==> config.mk <==
export PLATFORM = sky130hd
export DESIGN_NAME = xlc_unit
export DESIGN_NICKNAME = d
export VERILOG_FILES = /design/src/rtl/xlc_pkg.sv /design/src/rtl/xlc_extend.sv /design/src/rtl/xlc_leadcnt.sv /design/src/rtl/xlc_flags.sv /design/src/rtl/xlc_unit.sv
export SDC_FILE = /design/constraint.sdc
export NUM_CORES = 1
export LEC_CHECK = 0
export ABC_AREA = 1
export BUFFER_PORTS_ARGS = -buffer_cell sky130_fd_sc_hd__buf_2
export CAP_MARGIN = 20
export CORE_MARGIN = 4
export CORE_UTILIZATION = 45
export DETAILED_ROUTE_END_ITERATION = 6
export PLACE_DENSITY_LB_ADDON = 0.3
export SLEW_MARGIN = 20
export SYNTH_ARGS = -nofsm -noshare
export SYNTH_HDL_FRONTEND = slang
export SYNTH_SLANG_ARGS = --single-unit
==> constraint.sdc <==
create_clock -name vclk -period 36.7
set_input_delay 11.01 -clock vclk [all_inputs]
set_output_delay 11.01 -clock vclk [all_outputs]
set_load 0.01 [all_outputs]
==> src/rtl/xlc_pkg.sv <==
package xlc_pkg;
  typedef enum logic [2:0] {
    XOP_SXB = 3'd0,
    XOP_SXH = 3'd1,
    XOP_ZXB = 3'd2,
    XOP_ZXH = 3'd3,
    XOP_CLZ = 3'd4,
    XOP_CLO = 3'd5,
    XOP_RS6 = 3'd6,
    XOP_RS7 = 3'd7
  } xop_e;

  localparam int XLC_DATA_W = 32;
  localparam int XLC_BYTE_W = 8;
  localparam int XLC_HALF_W = 16;
endpackage

==> src/rtl/xlc_extend.sv <==
module xlc_extend #(
  parameter int DATA_W = 32,
  parameter int BYTE_W = 8,
  parameter int HALF_W = 16
) (
  input  logic [DATA_W-1:0] src,
  input  logic              pick_half,
  input  logic              keep_sign,
  output logic [DATA_W-1:0] ext_out
);
  localparam int N_LANE = 2;

  function automatic logic [DATA_W-1:0] widen(input logic [DATA_W-1:0] v,
                                              input int w, input logic sgn);
    logic [DATA_W-1:0] o;
    for (int i = 0; i < DATA_W; i++) begin
      if (i < w) o[i] = v[i];
      else       o[i] = sgn & v[w-1];
    end
    return o;
  endfunction

  logic [DATA_W-1:0] lane_out [N_LANE];

  for (genvar k = 0; k < N_LANE; k++) begin : g_lane
    localparam int LW = (k == 0) ? BYTE_W : HALF_W;
    assign lane_out[k] = widen(src, LW, keep_sign);
  end

  assign ext_out = pick_half ? lane_out[1] : lane_out[0];
endmodule

==> src/rtl/xlc_leadcnt.sv <==
module xlc_leadcnt #(
  parameter int DATA_W = 32,
  parameter int CNT_W  = $clog2(DATA_W + 1)
) (
  input  logic [DATA_W-1:0] src,
  input  logic              count_ones,
  output logic [CNT_W-1:0]  cnt
);
  function automatic logic [CNT_W-1:0] lead_zeros(input logic [DATA_W-1:0] v);
    logic [CNT_W-1:0] n;
    logic             hit;
    n   = '0;
    hit = 1'b0;
    for (int i = DATA_W - 1; i >= 0; i--) begin
      if (v[i]) hit = 1'b1;
      else if (!hit) n = n + 1'b1;
    end
    return n;
  endfunction

  logic [DATA_W-1:0] scan_word;
  assign scan_word = count_ones ? ~src : src;
  assign cnt       = lead_zeros(scan_word);
endmodule

==> src/rtl/xlc_flags.sv <==
module xlc_flags #(
  parameter int DATA_W = 32
) (
  input  logic [DATA_W-1:0] res,
  input  logic              upd_zs,
  input  logic              upd_z_only,
  output logic              z,
  output logic              s,
  output logic              z_we,
  output logic              s_we
);
  assign z    = (res == '0);
  assign s    = res[DATA_W-1];
  assign z_we = upd_zs | upd_z_only;
  assign s_we = upd_zs;
endmodule

==> src/rtl/xlc_unit.sv <==
module xlc_unit
  import xlc_pkg::*;
#(
  parameter int DATA_W = XLC_DATA_W,
  parameter int BYTE_W = XLC_BYTE_W,
  parameter int HALF_W = XLC_HALF_W
) (
  input  logic [2:0]        op_sel,
  input  logic [DATA_W-1:0] operand,
  output logic [DATA_W-1:0] result,
  output logic              res_we,
  output logic              dst_r0,
  output logic              flag_z,
  output logic              flag_s,
  output logic              flag_z_we,
  output logic              flag_s_we
);
  localparam int CNT_W = $clog2(DATA_W + 1);

  xop_e              op;
  logic              is_ext_op;
  logic              is_cnt_op;
  logic [DATA_W-1:0] ext_val;
  logic [CNT_W-1:0]  lead_cnt;

  assign op        = xop_e'(op_sel);
  assign is_ext_op = (op == XOP_SXB) || (op == XOP_SXH) ||
                     (op == XOP_ZXB) || (op == XOP_ZXH);
  assign is_cnt_op = (op == XOP_CLZ) || (op == XOP_CLO);

  xlc_extend #(.DATA_W(DATA_W), .BYTE_W(BYTE_W), .HALF_W(HALF_W)) u_ext (
    .src       (operand),
    .pick_half ((op == XOP_SXH) || (op == XOP_ZXH)),
    .keep_sign ((op == XOP_SXB) || (op == XOP_SXH)),
    .ext_out   (ext_val)
  );

  xlc_leadcnt #(.DATA_W(DATA_W), .CNT_W(CNT_W)) u_cnt (
    .src        (operand),
    .count_ones (op == XOP_CLO),
    .cnt        (lead_cnt)
  );

  always_comb begin
    if (is_cnt_op)      result = {{(DATA_W-CNT_W){1'b0}}, lead_cnt};
    else if (is_ext_op) result = ext_val;
    else                result = '0;
  end

  assign res_we = is_ext_op | is_cnt_op;
  assign dst_r0 = is_cnt_op;

  xlc_flags #(.DATA_W(DATA_W)) u_flg (
    .res        (result),
    .upd_zs     (is_ext_op),
    .upd_z_only (is_cnt_op),
    .z          (flag_z),
    .s          (flag_s),
    .z_we       (flag_z_we),
    .s_we       (flag_s_we)
  );
endmodule

# Word-level counts from Yosys, hierarchy flattened
# Index checks and enable logic that the tools add are counted.
[totals]
ff_bits = 0
inputBits = 35
out_inout_bits = 38
word_cells = 145
[op_classes]
addsub = 31
eq_ne = 5
muxes = 98
n_bitwise = 4
n_reduce_logical = 7
[op_table]
columns = ["op", "n"]
rows = [
  ["$mux W6", 62],
  ["$add A6 B1 Y6 const B", 30],
  ["$mux W32", 4],
  ["$logic_not A32 Y1", 1],
  ["$mux W1", 32],
  ["$not A32 Y32", 1],
  ["$eq A3 B2 Y1 const B", 2],
  ["$eq A3 B3 Y1 const B", 2],
  ["$logic_or A1 B1 Y1", 5],
  ["$eq A3 B1 Y1 const B", 1],
  ["$logic_not A3 Y1", 1],
  ["$add A1 B1 Y2 const B", 1],
  ["$and A1 B1 Y1", 2],
  ["$or A1 B1 Y1", 1],
]

# Depth between registers and ports, before layout
[depth]
ltp_word = 98
depth_mapped = 130
mapped_depth_nobuf = 130

# Modules after synthesis
# From an unflattened synthesis, not the netlist that was laid out.
[hier_totals]
cells_unflattened = 887
hier_area_um2 = 4550.6
[modules_own_cells]
columns = ["module", "n_inst", "cells_per_inst", "area_per_inst_um2", "seq_area_each_um2"]
rows = [
  ["xlc_leadcnt", 1, 726, 3771.1, 0.0],
  ["xlc_unit", 1, 83, 367.9, 0.0],
  ["xlc_extend", 1, 44, 274.0, 0.0],
  ["xlc_flags", 1, 34, 137.6, 0.0],
]

# Worst setup path after synthesis
# No wires, ideal clock.
[synth_timing]
path_kind = "input -> output"
startpoint = "input op_sel[0]"
endpoint = "output flag_z"
t_arrival_ns = 26.564
required_time_ns = 25.690
path_slack_ns = -0.874
cell_stages = 128
path_buffers = 1
cell_sequence = "buf_4 nand3_4 inv_2 nand2_1 nand2_1 a21boi_0 ha_1 inv_1 a21oi_1 ha_1 nand3_1 nand2_1 ha_1 nand4_1 nand2_1 inv_1 nand2_1 nand2_1 (+92 left out) ha_1 nand2_1 o21ai_0 inv_1 nand2_1 ha_1 nand2_1 nand2_1 ha_1 nand2_1 o211ai_1 nand2_1 o21ai_1 nor2_1 nand4_1 nor2_1 nand3_1 nor2_2"
[synth_between]
elab_chain_cells = 98
word_cells_on_any_way = 143
classes_between = "add/sub: 31; eq/ne: 5; mux: 98; bitwise: 2; reduce/logical: 7"
[synth_rtl]
columns = ["element", "line", "rtl"]
rows = [
  ["start, declared", "xlc_unit.sv:8", "input logic [2:0] op_sel,"],
  ["$eq A3 B3 Y1", "xlc_unit.sv:29, xlc_unit.sv:40", ""],
  ["$mux W32", "xlc_leadcnt.sv:22", "assign scan_word = count_ones ? ~src : src;"],
  ["$mux W1", "xlc_leadcnt.sv:15", "if (v[i]) hit = 1'b1;"],
  ["$add A1 B1 Y2", "xlc_leadcnt.sv:16", "else if (!hit) n = n + 1'b1;"],
  ["$mux W6", "xlc_leadcnt.sv:16", ""],
  ["$mux W6", "xlc_leadcnt.sv:15", ""],
  ["$add A6 B1 Y6", "xlc_leadcnt.sv:16", ""],
  ["$mux W6", "xlc_leadcnt.sv:16", ""],
  ["(+83 left out)", "n/a", ""],
  ["$mux W6", "xlc_leadcnt.sv:16", ""],
  ["$mux W6", "xlc_leadcnt.sv:15", ""],
  ["$add A6 B1 Y6", "xlc_leadcnt.sv:16", ""],
  ["$mux W6", "xlc_leadcnt.sv:16", ""],
  ["$mux W6", "xlc_leadcnt.sv:15", ""],
  ["$mux W32 *", "xlc_unit.sv:45", "if (is_cnt_op) result = {{(DATA_W-CNT_W){1'b0}}, lead_cnt};"],
  ["net result[1]", "xlc_unit.sv:10", "output logic [DATA_W-1:0] result,"],
  ["$logic_not A32 Y1 *", "xlc_flags.sv:12", "assign z = (res == '0);"],
  ["end, declared", "xlc_unit.sv:13", "output logic flag_z,"],
]
# Mark *: on every way through the listed nets, which the timed path passes. The rest lies on a longest branch.

# Worst setup path in the final report
[layout_timing]
startpoint = "input op_sel[0]"
endpoint = "output flag_z"
[layout_between]
elab_chain_cells = 98
word_cells_on_any_way = 143
classes_between = "add/sub: 31; eq/ne: 5; mux: 98; bitwise: 2; reduce/logical: 7"
[layout_rtl]
columns = ["element", "line"]
rows = [
  ["$eq A3 B3 Y1", "xlc_unit.sv:29, xlc_unit.sv:40"],
  ["$mux W32", "xlc_leadcnt.sv:22"],
  ["$mux W1", "xlc_leadcnt.sv:15"],
  ["$add A1 B1 Y2", "xlc_leadcnt.sv:16"],
  ["$mux W6", "xlc_leadcnt.sv:16"],
  ["$mux W6", "xlc_leadcnt.sv:15"],
  ["$add A6 B1 Y6", "xlc_leadcnt.sv:16"],
  ["$mux W6", "xlc_leadcnt.sv:16"],
  ["(+82 left out)", "n/a"],
  ["$add A6 B1 Y6", "xlc_leadcnt.sv:16"],
  ["$mux W6", "xlc_leadcnt.sv:16"],
  ["$mux W6", "xlc_leadcnt.sv:15"],
  ["$add A6 B1 Y6", "xlc_leadcnt.sv:16"],
  ["$mux W6", "xlc_leadcnt.sv:16"],
  ["$mux W6", "xlc_leadcnt.sv:15"],
  ["$mux W32 *", "xlc_unit.sv:45"],
  ["$logic_not A32 Y1 *", "xlc_flags.sv:12"],
]
# Mark *: on every way between the ends. The rest lies on a longest branch, timed or not.

==> impl_results.rst <==
.. list-table::
   :header-rows: 1

   * - Metric
     - Value
   * - Status
     - finished, violations left
   * - Failing checks
     - design-rule violations, negative setup slack
   * - Kind of capture point of the worst setup path
     - output port
   * - GRT Overall Usage
     - 28.85%
   * - Number of max-cap violations
     - 0
   * - Number of warning messages in the yosys log
     - 0
   * - Layout overhead on the synthesized area
     - 73.50%
   * - Final critical-path share of the clock period
     - 100.9%
   * - Worst supply voltage drop on vdd
     - 20.92 uV
   * - Die Span Y
     - 105.3 um
   * - Floorplan Core Area
     - 9240 um^2
   * - Hold bufs inserted after CTS
     - 0
   * - Count of buffers from port buffering
     - 73
   * - Crit path largest cell delay
     - 0.30 ns
   * - Net Count, Synth
     - 910
   * - Max transition margin
     - 46.07%
   * - Layout cells sized above 1
     - 50.37%
   * - GPL Wtd Cong
     - 0.8792
   * - Pre-antenna DRT Iters
     - 7
   * - Sort of element at the start of the critical path
     - input port
   * - CP Data Required Time
     - 25.69 ns
   * - Cell mode on critical path
     - sky130_fd_sc_hd__ha_4
   * - Max Freq
     - 27.01 MHz
   * - Number of different library cells in the post-synthesis netlist
     - 41
   * - Time the worst path needs with I/O delays and setup
     - 37.02 ns
   * - Buffers and inverters on the worst path
     - 19
   * - Gr ovfl total
     - 0
   * - Pwr per Cell Area
     - 19.68 nW/um^2
   * - WL/cell
     - 17.45 um
   * - HPWL after detailed placement
     - 8850 um
   * - Slowest cell on crit path
     - sky130_fd_sc_hd__ha_4
   * - Number of vias per cell
     - 5.792
   * - Horiz. Die Dim
     - 105.3 um
   * - Finished Cell Area
     - 7398 um^2
   * - Sequential cell area
     - 0 um^2
   * - Via count
     - 7,072
   * - Cell family with most CP delay
     - adder cells
   * - Initial Utilization
     - 46.15%
   * - CP Class
     - in2out
   * - Placement row count
     - 35
   * - Final setup slack of the worst path
     - -0.3190 ns
   * - Detailed Route Iter0 Violations
     - 770
   * - Cell area after placement
     - 5196 um^2
   * - DRC
     - 77
   * - Worst slack at placement
     - -0.8102 ns
   * - Count of pins on the block boundary
     - 73
   * - Vias in the first global route
     - 6,112
   * - Kind of path behind the tightest hold check
     - in2out
   * - Sequential cell area fraction in the yosys report
     - 0%
   * - Number of setup violations in the final report
     - 4
   * - WHS Endpoint
     - res_we
   * - Hold Crit Depth
     - 3
   * - Count of mapped cells out of synthesis
     - 846
   * - Leakage power
     - 4.009 nW
   * - Overall die area
     - 11,100 um^2
   * - Sequential cells
     - 0
   * - Net count reported at finish
     - 1,158
   * - Total length of routed wires
     - 21,300 um
   * - Measured slew at the worst slew-check pin
     - 0.8006 ns
   * - Critical hold path startpoint
     - op_sel[1]
   * - Inserted Diodes
     - 0
   * - Count of clock-net buffers in the final layout
     - 0
   * - Antenna violations before repair
     - 0
   * - Maximum number of pins on one net before global-route repair
     - 21
   * - Data arrival time of the worst path
     - 26.01 ns
   * - Max-slew violation count
     - 0
   * - Unrepaired setup endpoints after global routing
     - true
   * - Post-synth design cell area
     - 4264 um^2
   * - First-pass GRT wire length
     - 27,340 um
   * - Number of hold violations in the final report
     - 0
   * - Detail Route Antenna Nets
     - 0
   * - Biggest fanout along the worst timing path
     - 7
   * - Avg Synthesized Cell Area
     - 5.040 um^2
   * - Final worst hold slack
     - 22.28 ns
==> per-layer routing <==
metal | part of all wire, % | vias to the layer above | track usage [%] | routed length [um]
met5 | 0 | - | 0 | 0
met4 | 9.8 | 0 | 15.93 | 2091
met3 | 11 | 247 | 3.797 | 2333
met2 | 46 | 602 | 52.05 | 9760
met1 | 33 | 3129 | 32.45 | 7118
li1 | - | 3094 | - | -
==> report_power, final <==
group	total [mW]	switching [mW]	leakage (nW)	internal, mW
Sequential	0	0	0	0
Combinational	0.146	0.0719	4.01	0.0737
Clock	0	0	0	0
==> cells in the mapped netlist (all sizes together), types with 3 or more instances <==
cell type | count | area (um^2)
xor2 | 25 | 219.0
ha | 29 | 362.9
nand3b | 3 | 35.03
buf | 22 | 162.6
nor4 | 3 | 18.77
nor2 | 100 | 545.5
xnor2 | 9 | 78.83
clkinv | 4 | 15.01
o21ai | 24 | 123.9
nor3 | 8 | 56.31
nand2 | 255 | 989.7
nand4 | 21 | 137.6
a21oi | 18 | 90.09
inv | 200 | 750.7
or2 | 3 | 21.28
nand3 | 115 | 608.1
==> layout by cell type (no fill, tap or decap), drive strengths merged <==
| cell | instances |
|---|---|
| nor3 | 8 |
| buf | 269 |
| nand4 | 21 |
| o21a | 1 |
| a41oi | 1 |
| ha | 29 |
| nor4 | 3 |
| or2 | 3 |
| xnor2 | 9 |
| nand3 | 115 |
| inv | 200 |
| a21boi | 1 |
| o21ai | 24 |
| a21oi | 18 |
| a31oi | 1 |
| nand3b | 3 |
| xor2 | 25 |
| o211ai | 1 |
| clkinv | 4 |
| nor2 | 100 |
| o31ai | 1 |
| nand2 | 255 |
==> per-stage QoR <==
step | total power, mW | setup TNS (ns) | instances | util (%)
after floorplan | 0.04273 | 0 | 846 | -
after global placement | 0.06699 | -1.425 | 1096 | 56.24
after detailed placement | 0.06793 | -3.075 | 1096 | 56.24
after CTS | 0.1096 | -0.4338 | 1216 | 69.32
after global routing | 0.1552 | -4.716 | 1221 | 80.07
final | 0.1456 | -0.7388 | 1221 | 80.07
==> cell type report <==
cell class | instances | area, um^2
multi-input combinational | 619 | 4574
timing repair buffer | 269 | 1884
fill | 525 | 1842
inverter | 204 | 778.2
tap | 129 | 161.4
==> how the worst max path moves through the flow <==
stage              start  endpoint  slack (ns)  depth (start not counted)
5_1_grt        op_sel[0]    flag_z       -1.03                        129
4_1_cts        op_sel[1]    flag_z       -0.28                        131
3_3_place_gp   op_sel[1]    flag_z       -0.49                        128
2_1_floorplan  op_sel[0]    flag_z        0.01                        128
6_report       op_sel[0]    flag_z       -0.32                        129
3_5_place_dp   op_sel[1]    flag_z       -0.81                        129
==> repair_timing <==
action,CTS,global route
gates cloned,0,0
endpoints found under the setup margin,6,6
setup buffers,126,18
pin swaps,122,139
resized for setup,75,221
==> cell families after synthesis <==
family          synth area share (%)
simple gates                   56.57
fa+ha+maj                      8.509
compound gates                 6.074
xor+xnor                       6.984
buf+inv                        21.86
No activity file was read; power rests on OpenSTA's default activity.
